**src/rtl/tree_route_pkg.sv**
```systemverilog
package tree_route_pkg;

  // Strobes passed from the routing control to the datapath registers.
  typedef struct packed {
    logic loadPar;    // load the upward output register
    logic parFromRgt; // upward source: 0 = left child, 1 = right child
    logic loadLft;    // load the left downward register
    logic lftFromSib; // left source: 0 = parent, 1 = right child turning
    logic loadRgt;    // load the right downward register
    logic rgtFromSib; // right source: 0 = parent, 1 = left child turning
  } route_strobe_t;

endpackage

```
**src/rtl/tree_route_ctrl.sv**
```systemverilog
module tree_route_ctrl
  import tree_route_pkg::*;
#(
  parameter int CLIMB_W = 5,
  parameter int IDX_W   = 8,
  parameter int LEVEL   = 3
) (
  input  logic               clk,
  input  logic               rstN,
  input  logic               lftInVld,
  input  logic [CLIMB_W-1:0] lftInClimb,
  input  logic               rgtInVld,
  input  logic [CLIMB_W-1:0] rgtInClimb,
  input  logic               parInVld,
  input  logic [IDX_W-1:0]   parInDest,
  input  logic               parOutVld,
  input  logic               lftOutVld,
  input  logic               rgtOutVld,
  output route_strobe_t      strobe,
  output logic               lftInTake,
  output logic               rgtInTake,
  output logic               parInTake
);

  localparam int SEL_BIT = LEVEL - 1;
  localparam logic [CLIMB_W-1:0] TURN_AT = CLIMB_W'(1);

  logic lftUp, lftTurn, rgtUp, rgtTurn, parGoLft, parGoRgt;
  logic parFree, lftFree, rgtFree;

  always_comb begin
    lftUp    = lftInVld && (lftInClimb > TURN_AT);
    lftTurn  = lftInVld && !(lftInClimb > TURN_AT);
    rgtUp    = rgtInVld && (rgtInClimb > TURN_AT);
    rgtTurn  = rgtInVld && !(rgtInClimb > TURN_AT);
    parGoRgt = parInVld && parInDest[SEL_BIT];
    parGoLft = parInVld && !parInDest[SEL_BIT];
    parFree  = !parOutVld;
    lftFree  = !lftOutVld;
    rgtFree  = !rgtOutVld;
  end

  // Upward register: left child first. Child registers: parent first.
  always_comb begin
    strobe            = '0;
    strobe.loadPar    = parFree && (lftUp || rgtUp);
    strobe.parFromRgt = !lftUp;
    strobe.loadLft    = lftFree && (parGoLft || rgtTurn);
    strobe.lftFromSib = !parGoLft;
    strobe.loadRgt    = rgtFree && (parGoRgt || lftTurn);
    strobe.rgtFromSib = !parGoRgt;
  end

  always_comb begin
    lftInTake = (lftUp && parFree) || (lftTurn && rgtFree && !parGoRgt);
    rgtInTake = (rgtUp && parFree && !lftUp) || (rgtTurn && lftFree && !parGoLft);
    parInTake = (parGoLft && lftFree) || (parGoRgt && rgtFree);
  end

  // a take strobe never fires without a valid input
  a_r9_take_needs_valid: assert property (@(posedge clk) disable iff (!rstN)
    (lftInTake |-> lftInVld) and (rgtInTake |-> rgtInVld) and (parInTake |-> parInVld));

  // nothing is accepted toward an occupied upward register
  a_r5_no_take_when_full: assert property (@(posedge clk) disable iff (!rstN)
    ((lftInTake && lftInClimb > TURN_AT) || (rgtInTake && rgtInClimb > TURN_AT)) |-> !parOutVld);

  // left child wins the parent link
  a_r7_left_first: assert property (@(posedge clk) disable iff (!rstN)
    (lftInVld && lftInClimb > TURN_AT && rgtInVld && rgtInClimb > TURN_AT) |-> !rgtInTake);

  // parent wins a child link over a turning sibling
  a_r8_parent_first: assert property (@(posedge clk) disable iff (!rstN)
    (parInVld && !parInDest[SEL_BIT] && rgtInVld && !(rgtInClimb > TURN_AT)) |-> !rgtInTake);

endmodule

```
**src/rtl/tree_route_dpath.sv**
```systemverilog
module tree_route_dpath
  import tree_route_pkg::*;
#(
  parameter int CLIMB_W = 5,
  parameter int IDX_W   = 8,
  parameter int STATE_W = 256
) (
  input  logic               clk,
  input  logic               rstN,
  input  route_strobe_t      strobe,
  input  logic [CLIMB_W-1:0] lftInClimb,
  input  logic [IDX_W-1:0]   lftInDest,
  input  logic [STATE_W-1:0] lftInState,
  input  logic [CLIMB_W-1:0] rgtInClimb,
  input  logic [IDX_W-1:0]   rgtInDest,
  input  logic [STATE_W-1:0] rgtInState,
  input  logic [CLIMB_W-1:0] parInClimb,
  input  logic [IDX_W-1:0]   parInDest,
  input  logic [STATE_W-1:0] parInState,
  input  logic               parOutTake,
  input  logic               lftOutTake,
  input  logic               rgtOutTake,
  output logic               parOutVld,
  output logic [CLIMB_W-1:0] parOutClimb,
  output logic [IDX_W-1:0]   parOutDest,
  output logic [STATE_W-1:0] parOutState,
  output logic               lftOutVld,
  output logic [CLIMB_W-1:0] lftOutClimb,
  output logic [IDX_W-1:0]   lftOutDest,
  output logic [STATE_W-1:0] lftOutState,
  output logic               rgtOutVld,
  output logic [CLIMB_W-1:0] rgtOutClimb,
  output logic [IDX_W-1:0]   rgtOutDest,
  output logic [STATE_W-1:0] rgtOutState
);

  localparam int NUM_CHILD = 2; // index 0 = left, 1 = right
  localparam logic [CLIMB_W-1:0] STEP = CLIMB_W'(1);

  // Upward register
  always_ff @(posedge clk) begin
    if (!rstN) begin
      parOutVld   <= 1'b0;
      parOutClimb <= '0;
      parOutDest  <= '0;
      parOutState <= '0;
    end else if (strobe.loadPar) begin
      parOutVld   <= 1'b1;
      parOutClimb <= (strobe.parFromRgt ? rgtInClimb : lftInClimb) - STEP;
      parOutDest  <= strobe.parFromRgt ? rgtInDest : lftInDest;
      parOutState <= strobe.parFromRgt ? rgtInState : lftInState;
    end else if (parOutTake) begin
      parOutVld   <= 1'b0;
    end
  end

  // Child-side views as arrays so both downward registers share one body
  logic [CLIMB_W-1:0] chInClimb [NUM_CHILD];
  logic [IDX_W-1:0]   chInDest  [NUM_CHILD];
  logic [STATE_W-1:0] chInState [NUM_CHILD];
  logic               chLoad    [NUM_CHILD];
  logic               chFromSib [NUM_CHILD];
  logic               chTake    [NUM_CHILD];
  logic               chVld     [NUM_CHILD];
  logic [CLIMB_W-1:0] chClimb   [NUM_CHILD];
  logic [IDX_W-1:0]   chDest    [NUM_CHILD];
  logic [STATE_W-1:0] chState   [NUM_CHILD];

  always_comb begin
    chInClimb[0] = lftInClimb;  chInClimb[1] = rgtInClimb;
    chInDest[0]  = lftInDest;   chInDest[1]  = rgtInDest;
    chInState[0] = lftInState;  chInState[1] = rgtInState;
    chLoad[0]    = strobe.loadLft;    chLoad[1]    = strobe.loadRgt;
    chFromSib[0] = strobe.lftFromSib; chFromSib[1] = strobe.rgtFromSib;
    chTake[0]    = lftOutTake;  chTake[1]    = rgtOutTake;
  end

  for (genvar s = 0; s < NUM_CHILD; s++) begin : g_child
    always_ff @(posedge clk) begin
      if (!rstN) begin
        chVld[s]   <= 1'b0;
        chClimb[s] <= '0;
        chDest[s]  <= '0;
        chState[s] <= '0;
      end else if (chLoad[s]) begin
        chVld[s]   <= 1'b1;
        chClimb[s] <= chFromSib[s] ? chInClimb[1-s] : parInClimb;
        chDest[s]  <= chFromSib[s] ? chInDest[1-s]  : parInDest;
        chState[s] <= chFromSib[s] ? chInState[1-s] : parInState;
      end else if (chTake[s]) begin
        chVld[s]   <= 1'b0;
      end
    end

    // an occupied register that is not taken keeps its state
    a_r5_hold: assert property (@(posedge clk) disable iff (!rstN)
      (chVld[s] && !chTake[s]) |=> (chVld[s] && $stable(chState[s])));

    // a taken register is empty next cycle
    a_r6_clear: assert property (@(posedge clk) disable iff (!rstN)
      (chVld[s] && chTake[s]) |=> !chVld[s]);
  end

  always_comb begin
    lftOutVld = chVld[0];   lftOutClimb = chClimb[0];
    lftOutDest = chDest[0]; lftOutState = chState[0];
    rgtOutVld = chVld[1];   rgtOutClimb = chClimb[1];
    rgtOutDest = chDest[1]; rgtOutState = chState[1];
  end

  // upward forward from left carries the decremented count
  a_r2_decrement: assert property (@(posedge clk) disable iff (!rstN)
    (strobe.loadPar && !strobe.parFromRgt) |=> (parOutClimb == $past(lftInClimb) - STEP));

  // upward register empties after a take
  a_r6_par_clear: assert property (@(posedge clk) disable iff (!rstN)
    (parOutVld && parOutTake) |=> !parOutVld);

  // occupied upward register holds its state
  a_r5_par_hold: assert property (@(posedge clk) disable iff (!rstN)
    (parOutVld && !parOutTake) |=> (parOutVld && $stable(parOutState)));

endmodule

```
**src/rtl/tree_route_node.sv**
```systemverilog
module tree_route_node
  import tree_route_pkg::*;
#(
  parameter int CLIMB_W = 5,
  parameter int IDX_W   = 8,
  parameter int LEVEL   = 3,
  parameter int STATE_W = 256
) (
  input  logic               clk,
  input  logic               rstN,
  input  logic               lftInVld,
  input  logic [CLIMB_W-1:0] lftInClimb,
  input  logic [IDX_W-1:0]   lftInDest,
  input  logic [STATE_W-1:0] lftInState,
  output logic               lftInTake,
  input  logic               rgtInVld,
  input  logic [CLIMB_W-1:0] rgtInClimb,
  input  logic [IDX_W-1:0]   rgtInDest,
  input  logic [STATE_W-1:0] rgtInState,
  output logic               rgtInTake,
  input  logic               parInVld,
  input  logic [CLIMB_W-1:0] parInClimb,
  input  logic [IDX_W-1:0]   parInDest,
  input  logic [STATE_W-1:0] parInState,
  output logic               parInTake,
  output logic               parOutVld,
  output logic [CLIMB_W-1:0] parOutClimb,
  output logic [IDX_W-1:0]   parOutDest,
  output logic [STATE_W-1:0] parOutState,
  input  logic               parOutTake,
  output logic               lftOutVld,
  output logic [CLIMB_W-1:0] lftOutClimb,
  output logic [IDX_W-1:0]   lftOutDest,
  output logic [STATE_W-1:0] lftOutState,
  input  logic               lftOutTake,
  output logic               rgtOutVld,
  output logic [CLIMB_W-1:0] rgtOutClimb,
  output logic [IDX_W-1:0]   rgtOutDest,
  output logic [STATE_W-1:0] rgtOutState,
  input  logic               rgtOutTake
);

  route_strobe_t strobe;

  tree_route_ctrl #(.CLIMB_W(CLIMB_W), .IDX_W(IDX_W), .LEVEL(LEVEL)) u_ctrl (
    .clk(clk), .rstN(rstN),
    .lftInVld(lftInVld), .lftInClimb(lftInClimb),
    .rgtInVld(rgtInVld), .rgtInClimb(rgtInClimb),
    .parInVld(parInVld), .parInDest(parInDest),
    .parOutVld(parOutVld), .lftOutVld(lftOutVld), .rgtOutVld(rgtOutVld),
    .strobe(strobe),
    .lftInTake(lftInTake), .rgtInTake(rgtInTake), .parInTake(parInTake)
  );

  tree_route_dpath #(.CLIMB_W(CLIMB_W), .IDX_W(IDX_W), .STATE_W(STATE_W)) u_dpath (
    .clk(clk), .rstN(rstN), .strobe(strobe),
    .lftInClimb(lftInClimb), .lftInDest(lftInDest), .lftInState(lftInState),
    .rgtInClimb(rgtInClimb), .rgtInDest(rgtInDest), .rgtInState(rgtInState),
    .parInClimb(parInClimb), .parInDest(parInDest), .parInState(parInState),
    .parOutTake(parOutTake), .lftOutTake(lftOutTake), .rgtOutTake(rgtOutTake),
    .parOutVld(parOutVld), .parOutClimb(parOutClimb),
    .parOutDest(parOutDest), .parOutState(parOutState),
    .lftOutVld(lftOutVld), .lftOutClimb(lftOutClimb),
    .lftOutDest(lftOutDest), .lftOutState(lftOutState),
    .rgtOutVld(rgtOutVld), .rgtOutClimb(rgtOutClimb),
    .rgtOutDest(rgtOutDest), .rgtOutState(rgtOutState)
  );

endmodule

```
**config.mk**
```make
export PLATFORM = sky130hd
export DESIGN_NAME = tree_route_node
export DESIGN_NICKNAME = d
export VERILOG_FILES = /design/src/rtl/tree_route_pkg.sv /design/src/rtl/tree_route_ctrl.sv /design/src/rtl/tree_route_dpath.sv /design/src/rtl/tree_route_node.sv
export SDC_FILE = /design/constraint.sdc
export NUM_CORES = 2
export LEC_CHECK = 0
export ABC_AREA = 1
export BUFFER_PORTS_ARGS = -buffer_cell sky130_fd_sc_hd__buf_2
export CAP_MARGIN = 20
export CORE_AREA = 2 2 629 631
export CTS_BUF_LIST = sky130_fd_sc_hd__clkbuf_4
export DETAILED_ROUTE_END_ITERATION = 6
export DIE_AREA = 0 0 631 633
export PLACE_DENSITY = 0.3
export SYNTH_ARGS = -nofsm -noshare
export SYNTH_HDL_FRONTEND = slang
export SYNTH_SLANG_ARGS = --single-unit
```
**constraint.sdc**
```tcl
create_clock -name clk -period 16.2 [get_ports clk]
set_input_delay 3.24 -clock clk [delete_from_list [all_inputs] [get_ports clk]]
set_output_delay 3.24 -clock clk [all_outputs]
set_load 0.02 [all_outputs]
```
==> impl_metrics.toml <==
[clocking]
clk_pin_slew_ns = 0.08
cts_setup_buffers = 0
cts_max_path_buffers = 4
clock-root-buffer = "clkbuf_4"
htree_levels = 5
cts_tree = "yes"
clk_latency_ns = 1.39
ctsResizeCount = 0
cts.sinks = 810
cts_buffers = 286
hold_buffers = 0

[placed_design]
portBuffers = 1627
post-place-ws_ns = 7.185
gp_congestion = 0.9075
hpwlAfterDp_mm = 260.6

[setup_path]
critPathCaptureType = "output pin"
slowest_delay_ns = 0.54
endpoint = "rgtInTake"
crit_start = "lftInClimb[4]"
crit_cells = 7
r2r_end = "u_dpath.chState[0][129]"
worst-path-buf-inv = 3
r2r_start = "u_dpath.chVld[0]"
worstRegToRegCells = 8
arrival_ns = 5.56
worstPathCellList = "buf_2, nor2_1, nand2_2, nand2_8, inv_8, o22ai_1, buf_2"
path_max_fanout = 82
cp-start-kind = "primary input"
required_ns = 12.96
cp_top_family = "simple AND/OR/NAND/NOR gates"
critPathSlowestCell = "nand2_8"
regToRegSetupSlack_ns = 12.00
critPathKind = "in2out"
cpMostUsedCell = "buf_2"

[grt]
grt_max_degree = 155
grt_pass1_wl_mm = 414.0
grt_overflow = 0
grt_pass1_vias = 38930
grt_usage = 0.1562
antenna_found_initial = 209

[finish]
final_common_cell = "buf_2"
final_cell_mix = "buf_2 (1,626), nand2_1 (1,618), edfxtp_1 (539)"
drive_gt1_frac = 0.4128
final_nets = 6363
fin_util = 0.1373
area_growth_pct = 49.67

[outcome]
outcome = "finished, final reports clean"

[sta]
rsz0062_at_grt = "no"
maxSlewHeadroom = 0.1019
period_minus_slack_ns = 8.797
skew_ns = 0.1003
fin_crit_sh = 0.5430
setup_ws_ns = 7.403
whs_ns = 0.5018
worst_pin_slew_ns = 1.347
report.final.slew_viol_count = 0
setup_viol = 0
tns_ns = 0
hold_violations = 0
fmax_mhz = 113.7

[floorplan]
fp-row-count = 230
die_x_um = 631
die_y_um = 633
start_util = 0.09172
die-area_um2 = 399400
ioPinCount = 1628
core_area_um2 = 392000

[hold_path]
holdPathStages = 2
hold_class = "reg2reg"

[yosys]
avgSynthCellArea_um2 = 9.242
seq_area_frac_synth = 0.6011
ys_types = 27
synth_seq_cells = 810
yosysTopAreaCell = "edfxtp_1"
netlist_area_um2 = 35950
synthCells = 3890
ys_warn_count = 0
syn_nets = 4706
yosys.area.top_type_share = 0.4502
synthTopCellsByArea = "edfxtp_1 (45%), nand2_1 (17%), dfxtp_1 (15%), a21oi_2 (4.9%), a21oi_1 (4.7%)"

[drt]
vias_per_cell = 3.564
dr.pass1.iters = 6
antenna_left = 0
routedWlPerCell_um = 29.70
vias = 39450
first_iter_violations = 3133
routed_wl_mm = 328.8
drc_errors = 0

[power_and_ir_drop]
powerDensity_nw_per_um2 = 117.0
p_leak_nw = 22.79
ir_drop_uv = 39.46
power.total_mw = 6.294

[flow_run]
drv_cap = 0
==> worst min-delay path by stage <==
| stage | endpoint | startpoint |
|---|---|---|
| after floorplan | u_dpath.chVld[1] | u_dpath.chVld[1] |
| after global placement | u_dpath.parOutClimb[2] | u_dpath.parOutClimb[2] |
| after detailed placement | u_dpath.parOutClimb[2] | u_dpath.parOutClimb[2] |
| after CTS | u_dpath.parOutClimb[2] | u_dpath.parOutClimb[2] |
| after global routing | u_dpath.parOutClimb[2] | u_dpath.parOutClimb[2] |
| final | u_dpath.parOutClimb[2] | u_dpath.parOutClimb[2] |
==> per-layer routing <==
metal / up-vias / wire [um] / track usage
li1: 16990 / - / -
met1: 19480 / 124800 / 0.1756
met2: 2183 / 155900 / 0.2626
met3: 679 / 35540 / 0.06940
met4: 112 / 11780 / 0.05032
met5: - / 718 / 0
==> per-stage QoR <==
step | instances | cell area [um2]
2_1_floorplan | 3890 | 35950
3_3_place_gp | 10480 | 49780
3_5_place_dp | 10480 | 49780
4_1_cts | 11000 | 53640
5_1_grt | 11030 | 53710
6_report | 11070 | 53810
==> power by group <==
part / internal [mW] / leakage [nW] / total (mW) / switching (mW)
registers: 2.40 / 7.98 / 2.50 / 0.104
logic: 0.302 / 12.5 / 1.24 / 0.939
clock network: 1.34 / 2.29 / 2.55 / 1.22
total: 4.03 / 22.8 / 6.29 / 2.26
==> final cells by class <==
class                   count  area, um2
diodes                     66      165.2
clock buffers             453       3401
clock inverters            71      460.4
fillers                 45580     338100
inverters                  28      135.1
multi-input cells        2730      12790
flip-flops and latches    810      21610
well taps                5220       6531
repair buffers           1691       8708
==> worst min-delay path, cell delays in order (launching register included) <==
cell and delay, ns:
dfxtp_1 0.33, o211ai_1 0.09, inv_1 0.05
==> synthesized netlist by cell type, drive strengths merged <==
cell type / count
a21oi: 537
inv: 28
dfxtp: 271
or2: 2
ha: 1
clkbuf: 215
nor2: 10
nand4: 3
o21ai: 272
buf: 107
nand3b: 2
edfxtp: 539
nand3: 10
nand2: 1624
o31ai: 1
o211ai: 1
o22ai: 2
a31oi: 265
==> sequential cells by signal, summed over array words and instances (netlist names) <==
name and cells:
u_dpath.chClimb 10, u_dpath.chDest 16, u_dpath.chState 512, u_dpath.chVld 2, u_dpath.parOutClimb 5, u_dpath.parOutDest 8
u_dpath.parOutState 256, u_dpath.parOutVld 1
==> cells by family (layout without fill, tap and decap cells) <==
| logic type | count (synthesis) | count (layout) | share of synthesized area |
|---|---|---|---|
| simple gates | 1651 | 1651 | 0.1736 |
| buf+inv | 350 | 2243 | 0.04458 |
| fa+ha+maj | 1 | 1 | 0.0003480 |
| flops | 810 | 810 | 0.6011 |
| other cells | 0 | 66 | 0 |
| compound gates | 1078 | 1078 | 0.1804 |
Note: power is estimated with default switching activity, not from simulation.
